===== config.mk =====
export PLATFORM = sky130hd
export DESIGN_NAME = gpio_abort_safe
export DESIGN_NICKNAME = d
export VERILOG_FILES = /design/src/rtl/gpio_abort_safe.sv
export SDC_FILE = /design/constraint.sdc
export NUM_CORES = 1
export LEC_CHECK = 0
export BUFFER_PORTS_ARGS = -buffer_cell sky130_fd_sc_hd__buf_2
export CAP_MARGIN = 20
export CORE_UTILIZATION = 53
export DETAILED_ROUTE_END_ITERATION = 7
export GPL_ROUTABILITY_DRIVEN = 0
export PLACE_DENSITY = 0.84
export SLEW_MARGIN = 20
export SYNTH_ARGS = -nofsm -noshare
export SYNTH_HDL_FRONTEND = slang
export SYNTH_SLANG_ARGS = --single-unit

===== constraint.sdc =====
create_clock -name clk -period 2.1 [get_ports clk]
set_input_delay 0.42 -clock clk [delete_from_list [all_inputs] [get_ports clk]]
set_output_delay 0.42 -clock clk [all_outputs]
set_load 0.02 [all_outputs]

===== src/rtl/gpio_abort_safe.sv =====
module gpio_abort_safe #(
  parameter int WIDTH  = 14,
  parameter int ADDR_W = 2
) (
  input  logic              clk,
  input  logic              rst_n,
  input  logic              bus_wr,
  input  logic [ADDR_W-1:0] bus_addr,
  input  logic [WIDTH-1:0]  bus_wdata,
  output logic [WIDTH-1:0]  bus_rdata,
  input  logic              abort_in,
  input  logic [WIDTH-1:0]  pad_in,
  output logic [WIDTH-1:0]  pad_out,
  output logic [WIDTH-1:0]  pad_oe
);
  localparam logic [ADDR_W-1:0] A_DIR  = ADDR_W'(0);
  localparam logic [ADDR_W-1:0] A_DATA = ADDR_W'(1);
  localparam logic [ADDR_W-1:0] A_PINS = ADDR_W'(2);

  logic [WIDTH-1:0] dir_q, dat_q, pin_m, pin_q;
  logic             abort_m, abort_q;
  logic             hold;

  always_ff @(posedge clk or negedge rst_n) begin
    if (!rst_n) begin
      dir_q   <= '0;
      dat_q   <= '0;
      pin_m   <= '0;
      pin_q   <= '0;
      abort_m <= 1'b1;
      abort_q <= 1'b1;
    end else begin
      abort_m <= abort_in;
      abort_q <= abort_m;
      pin_m   <= pad_in;
      pin_q   <= pin_m;
      if (bus_wr && bus_addr == A_DIR)  dir_q <= bus_wdata;
      if (bus_wr && bus_addr == A_DATA) dat_q <= bus_wdata;
    end
  end

  assign hold    = abort_in | abort_m | abort_q;
  assign pad_oe  = hold ? '0 : dir_q;
  assign pad_out = dat_q;

  always_comb begin
    case (bus_addr)
      A_DIR:   bus_rdata = dir_q;
      A_DATA:  bus_rdata = dat_q;
      A_PINS:  bus_rdata = pin_q;
      default: bus_rdata = '0;
    endcase
  end
endmodule


==> results of run 1 <==
sequential cells by signal, indices dropped and copies added, names as in the netlist:
name	count
pad_out	14
pin_q	14
abort_m	1
dir_q	14
abort_q	1
pin_m	14
cell families (layout without fill, tap and decap cells):
| family | count (synthesis) | in the layout | share of synthesized area |
|---|---|---|---|
| and+or+nand+nor | 18 | 18 | 0.0617 |
| buffers and inverters | 8 | 97 | 0.0280 |
| DFF | 58 | 58 | 0.651 |
| muxes | 42 | 42 | 0.204 |
| AOI/OAI and AO/OA | 14 | 14 | 0.0549 |
critical path, delay by kind of cell, from the launching register on:
family | cells | cell delay, ns
buf+inv | 2 | 0.38
flops | 1 | 0.37
simple gates | 2 | 0.41
cell usage in the layout (no fill, tap or decap):
| cell | Yosys | layout |
|---|---|---|
| bufinv_16 | 0 | 1 |
| mux2_2 | 28 | 28 |
| mux2i_1 | 14 | 14 |
| and2_1 | 14 | 14 |
| nand3b_4 | 1 | 1 |
| clkbuf_8 | 0 | 10 |
| nor3_1 | 1 | 1 |
| clkbuf_1 | 2 | 2 |
| nor2b_2 | 0 | 1 |
| dfstp_2 | 2 | 2 |
| o2bb2ai_1 | 14 | 14 |
| buf_2 | 2 | 75 |
| buf_4 | 0 | 6 |
| dfrtp_1 | 56 | 56 |
| nor3b_4 | 1 | 1 |
| buf_12 | 0 | 1 |
| clkinv_2 | 0 | 2 |
final timing paths:
path	to	slack, ns
max in group asynchronous	pin_q[10]$_DFF_PN0_	1.43
min in group clk	pin_m[2]$_DFF_PN0_	0.21
worst max-delay path	pad_oe[3]	0.21
worst min register to register	pin_q[5]$_DFF_PN0_	0.34
worst min-delay path	pin_q[5]$_DFF_PN0_	0.1
worst max register to register	dir_q[4]$_DFFE_PN0P_	1.31
routing by layer:
layer / up-vias / wire, um
met3: 2 / 223
met2: 45 / 2390
li1: 661 / -
met1: 689 / 1790
met5: - / 0
met4: 0 / 14
cells in the mapped netlist:
library cell | instances | area, um2
mux2i_1 | 14 | 140
and2_1 | 14 | 87.6
nand3b_4 | 1 | 20.0
buf_6 | 4 | 45.0
nor3_1 | 1 | 5.00
dfstp_2 | 2 | 52.6
clkbuf_1 | 2 | 7.51
o2bb2ai_1 | 14 | 123
nor2b_1 | 1 | 6.26
mux2_2 | 28 | 315
nor3b_4 | 1 | 18.8
buf_2 | 2 | 10.0
dfrtp_1 | 56 | 1400
power by group through the flow:
| stage | clock [mW] | sequential, mW | combinational (mW) |
|---|---|---|---|
| after CTS | 0.984 | 1.34 | 0.531 |
| final | 0.957 | 1.34 | 0.526 |
| after detailed placement | 0 | 1.36 | 0.530 |
| after global routing | 1.03 | 1.36 | 0.564 |
| after global placement | 0 | 1.35 | 0.516 |
| after floorplan | 0 | 1.40 | 0.265 |
area by class of cell:
cell class / count / area, um2
clock buffer: 12 / 145
clock inverter: 3 / 40.0
fill: 296 / 1170
multi-input combinational: 74 / 718
sequential: 58 / 1450
tap: 50 / 62.6
timing repair buffer: 82 / 440
timing repair:
| item | 4_1_cts | 5_1_grt |
|---|---|---|
| setup buffers | 0 | 0 |
| endpoints found under the hold margin | 0 | 0 |
| endpoints found under the setup margin | 0 | 6 |
| resized for setup | 0 | 1 |
==> results.json, run 1 <==
{
  "drt_iter0_markers": 69,
  "crit_path_max_incr_delay_ns": 0.37,
  "p_sw_uw": 769,
  "vias": 1397,
  "wl_per_cell_um": 15.8,
  "period_share": 0.898,
  "num_rows": 23,
  "gr-usage-met1": 0.277,
  "start_util": 0.554,
  "switching_share": 0.273,
  "cts_inserted_buffers": 9,
  "cts_hold_buf": 0,
  "final_util": 0.710,
  "finalSetupViolCount": 0,
  "grt_most_used_layer": "met2",
  "syn_avg_cell_area_um2": 15.9,
  "grt_pass1_wl_um": 6840,
  "drtAntennaViolNets": 0,
  "worst_slack_ns": 0.214,
  "arrival_ns": 1.47,
  "clkPwrFrac": 0.339,
  "die_y_um": 66.9,
  "use_met3": 0.0479,
  "die_width_um": 66.9,
  "p_seq_frac": 0.474,
  "crit_type": "reg2out",
  "power.internal_mw": 2.05,
  "die_area_um2": 4470,
  "grt_usage": 0.219,
  "cts_buffer_depth": 2,
  "synth_seq_cells": 58,
  "p_total_mw": 2.82,
  "synthesis.nets": 174,
  "fmax_mhz": 530,
  "final_cells": 279,
  "post-route-drc-count": 0,
  "path_max_fanout": 10,
  "dpl.hpwl_um": 3160,
  "routed_wl_um": 4410,
  "dp.cells": 264,
  "cp-start-kind": "flip-flop",
  "tns_ns": 0,
  "leakage_nw": 1.42,
  "synth_cells": 140,
  "grt_setup_unrepaired": "no",
  "peakVddDrop_v": 0.000621,
  "antenna_cells": 0,
  "first_pass_iters": 4,
  "crit_chain": "nor3_1 -> buf_4 -> and2_1 -> buf_2",
  "vias_per_cell": 5.01,
  "path_clk_slew_ns": 0.06,
  "r2r-start": "dir_q[4]$_DFFE_PN0P_",
  "status": "finished, final reports clean",
  "root_buffer": "clkbuf_8",
  "skew_ns": 0.00402,
  "max_cap_viol_count": 0,
  "p_comb_frac": 0.187,
  "synth-seq-area-share": 0.651,
  "place_ws_ns": 0.0632,
  "max_slew_margin": 0.622,
  "post_dp_cell_area_um2": 2670,
  "startpoint": "abort_m$_DFF_PN1_",
  "drv_slew": 0,
  "crit_required_ns": 1.68,
  "period_minus_slack_ns": 1.89,
  "num_io_pins": 76,
  "grt_max_degree": 35,
  "met2_usage": 0.362,
  "slowest_stage": "dfstp_2",
  "min_path_type": "in2async",
  "synth_cell_types": 13,
  "reg2reg_depth": 1,
  "hold_slack_ns": 0.0986,
  "final_nets": 259,
  "grt_pass1_vias": 1391,
  "antenna_found_initial": 0,
  "layout-drive-gt1-share": 0.559,
  "hold_viol_final": 0,
  "core_um2": 4030,
  "insertion_delay_ns": 0.31,
  "power_density_nw_per_um2": 986,
  "grt-ovfl-total": 0,
  "post-route-cell-area_um2": 2860,
  "worstMarginPinSlew_ns": 0.567,
  "area_growth_pct": 28.1,
  "clkSinkCount": 58,
  "ys_warn_count": 0,
  "endpoint_kind": "output pin",
  "port_buffers": 75,
  "htree_levels": 3,
  "cts_tree": "done",
  "netlist_area_um2": 2230
}
(Power assumes the default switching activity.)
==> run 2: changes to the inputs <==
--- a/config.mk
+++ b/config.mk
@@ -7,10 +7,11 @@
 export LEC_CHECK = 0
 export BUFFER_PORTS_ARGS = -buffer_cell sky130_fd_sc_hd__buf_2
 export CAP_MARGIN = 20
-export CORE_UTILIZATION = 53
+export CORE_MARGIN = 4
+export CORE_UTILIZATION = 45
 export DETAILED_ROUTE_END_ITERATION = 7
 export GPL_ROUTABILITY_DRIVEN = 0
-export PLACE_DENSITY = 0.84
+export PLACE_DENSITY = 0.73
 export SLEW_MARGIN = 20
 export SYNTH_ARGS = -nofsm -noshare
 export SYNTH_HDL_FRONTEND = slang
==> run 2 against run 1 <==
- worst hold slack gained 0.035 ns
- critical endpoint is now bus_rdata[11]
- largest power group unchanged
- count of clock-buffer cells in the layout is the same
- largest cell class unchanged
- critical path type is now in2out
- cell area grew 3.3%
==> results.json, run 2 (synthesis results as in run 1) <==
{
  "hold_viol_final": 0,
  "cp-start-kind": "input pin",
  "post_dp_cell_area_um2": 2700,
  "start_util": 0.469,
  "path_clk_slew_ns": 0.06,
  "grt_pass1_wl_um": 7490,
  "worst_path_most_repeated_cell": "buf_2",
  "post-route-drc-count": 0,
  "cts_tree": "done",
  "htree_levels": 3,
  "final_util": 0.621,
  "period_minus_slack_ns": 1.92,
  "reg2reg_depth": 1,
  "cts_hold_buf": 0,
  "vias_per_cell": 4.72,
  "endpoint_kind": "output pin",
  "grt_usage": 0.162,
  "drv_slew": 0,
  "antenna_found_initial": 0,
  "die_y_um": 78.4,
  "grt_setup_unrepaired": "no",
  "grt_max_degree": 29,
  "core_um2": 4750,
  "insertion_delay_ns": 0.31,
  "power_density_nw_per_um2": 1050,
  "skew_ns": 0.00265,
  "r2r-start": "dir_q[5]$_DFFE_PN0P_",
  "drt_iter0_markers": 47,
  "crit_type": "in2out",
  "crit_buf_inv": 3,
  "crit_required_ns": 1.68,
  "die_area_um2": 6150,
  "p_total_mw": 3.11,
  "tns_ns": 0,
  "root_buffer": "clkbuf_8",
  "worstMarginPinSlew_ns": 0.650,
  "slowest_stage": "buf_2",
  "first_pass_iters": 4,
  "post-route-cell-area_um2": 2950,
  "final_nets": 260,
  "die_width_um": 78.4,
  "vias": 1408,
  "area_growth_pct": 32.3,
  "crit_chain": "buf_2 -> buf_4 -> mux2i_1 -> o2bb2ai_1 -> buf_2",
  "arrival_ns": 1.50,
  "timing.rr.end": "dir_q[5]$_DFFE_PN0P_",
  "max_cap_viol_count": 0,
  "final_common_cell": "buf_2",
  "wl_per_cell_um": 15.5,
  "finalSetupViolCount": 0,
  "cts_resized": 0,
  "clkSinkCount": 58,
  "leakage_nw": 1.45,
  "ff2ff_setup_slack_ns": 1.31,
  "cpLargestDelayFamily": "buffers and inverters",
  "antenna_cells": 0,
  "num_io_pins": 76,
  "status": "finished, final reports clean",
  "final_cell_mix": "buf_2 (75), dfrtp_1 (56), mux2_2 (28)",
  "layout-drive-gt1-share": 0.563,
  "period_share": 0.916,
  "dpl.hpwl_um": 3500,
  "peakVddDrop_v": 0.000528,
  "routed_wl_um": 4610,
  "cts_buffer_depth": 2,
  "num_rows": 25,
  "path_max_fanout": 14,
  "grt-ovfl-total": 0,
  "max_slew_margin": 0.567,
  "port_buffers": 75,
  "postCtsSetupBuffers": 0,
  "crit_path_max_incr_delay_ns": 0.37,
  "grt_pass1_vias": 1465,
  "drtAntennaViolNets": 0,
  "cts_inserted_buffers": 9,
  "min_path_type": "in2async",
  "fmax_mhz": 520
}
-- run 2: through the flow --
stage	setup slack, ns	instances	hold slack, ns
2_1_floorplan	0.394	140	0.124
3_3_place_gp	0.246	282	0.332
3_5_place_dp	0.173	282	0.335
4_1_cts	0.175	298	0.144
5_1_grt	0.105	298	0.179
6_report	0.176	298	0.134
-- run 2: worst max path at each step --
stage                      startpoint  cells after the start  slack, ns             to
final                     bus_addr[0]                      5       0.18  bus_rdata[11]
after global routing      bus_addr[0]                      5       0.10  bus_rdata[10]
after CTS                 bus_addr[0]                      5       0.18  bus_rdata[11]
after detailed placement  bus_addr[0]                      5       0.17  bus_rdata[11]
after global placement    bus_addr[0]                      5       0.25  bus_rdata[11]
after floorplan           bus_addr[0]                      4       0.39  bus_rdata[10]
-- run 2: metal layers --
layer / vias up / part of all wire / track usage
met5: - / 0 / 0
met2: 26 / 0.55 / 0.284
met3: 4 / 0.033 / 0.0378
li1: 667 / - / -
met1: 711 / 0.40 / 0.189
met4: 0 / 0.0098 / 0.0752
-- run 2: area by class of cell --
cell class	instances	area, um2
fill	404	1800
sequential	58	1450
multi-input combinational	74	716
timing repair buffer	83	448
clock buffer	12	155
clock inverter	4	97.6
tap	67	83.8
-- run 2: where the power goes --
part           switching (mW)  total [mW]  internal [mW]
combinational           0.288       0.518          0.230
sequential             0.0897        1.34           1.25
clock                   0.398        1.25          0.854
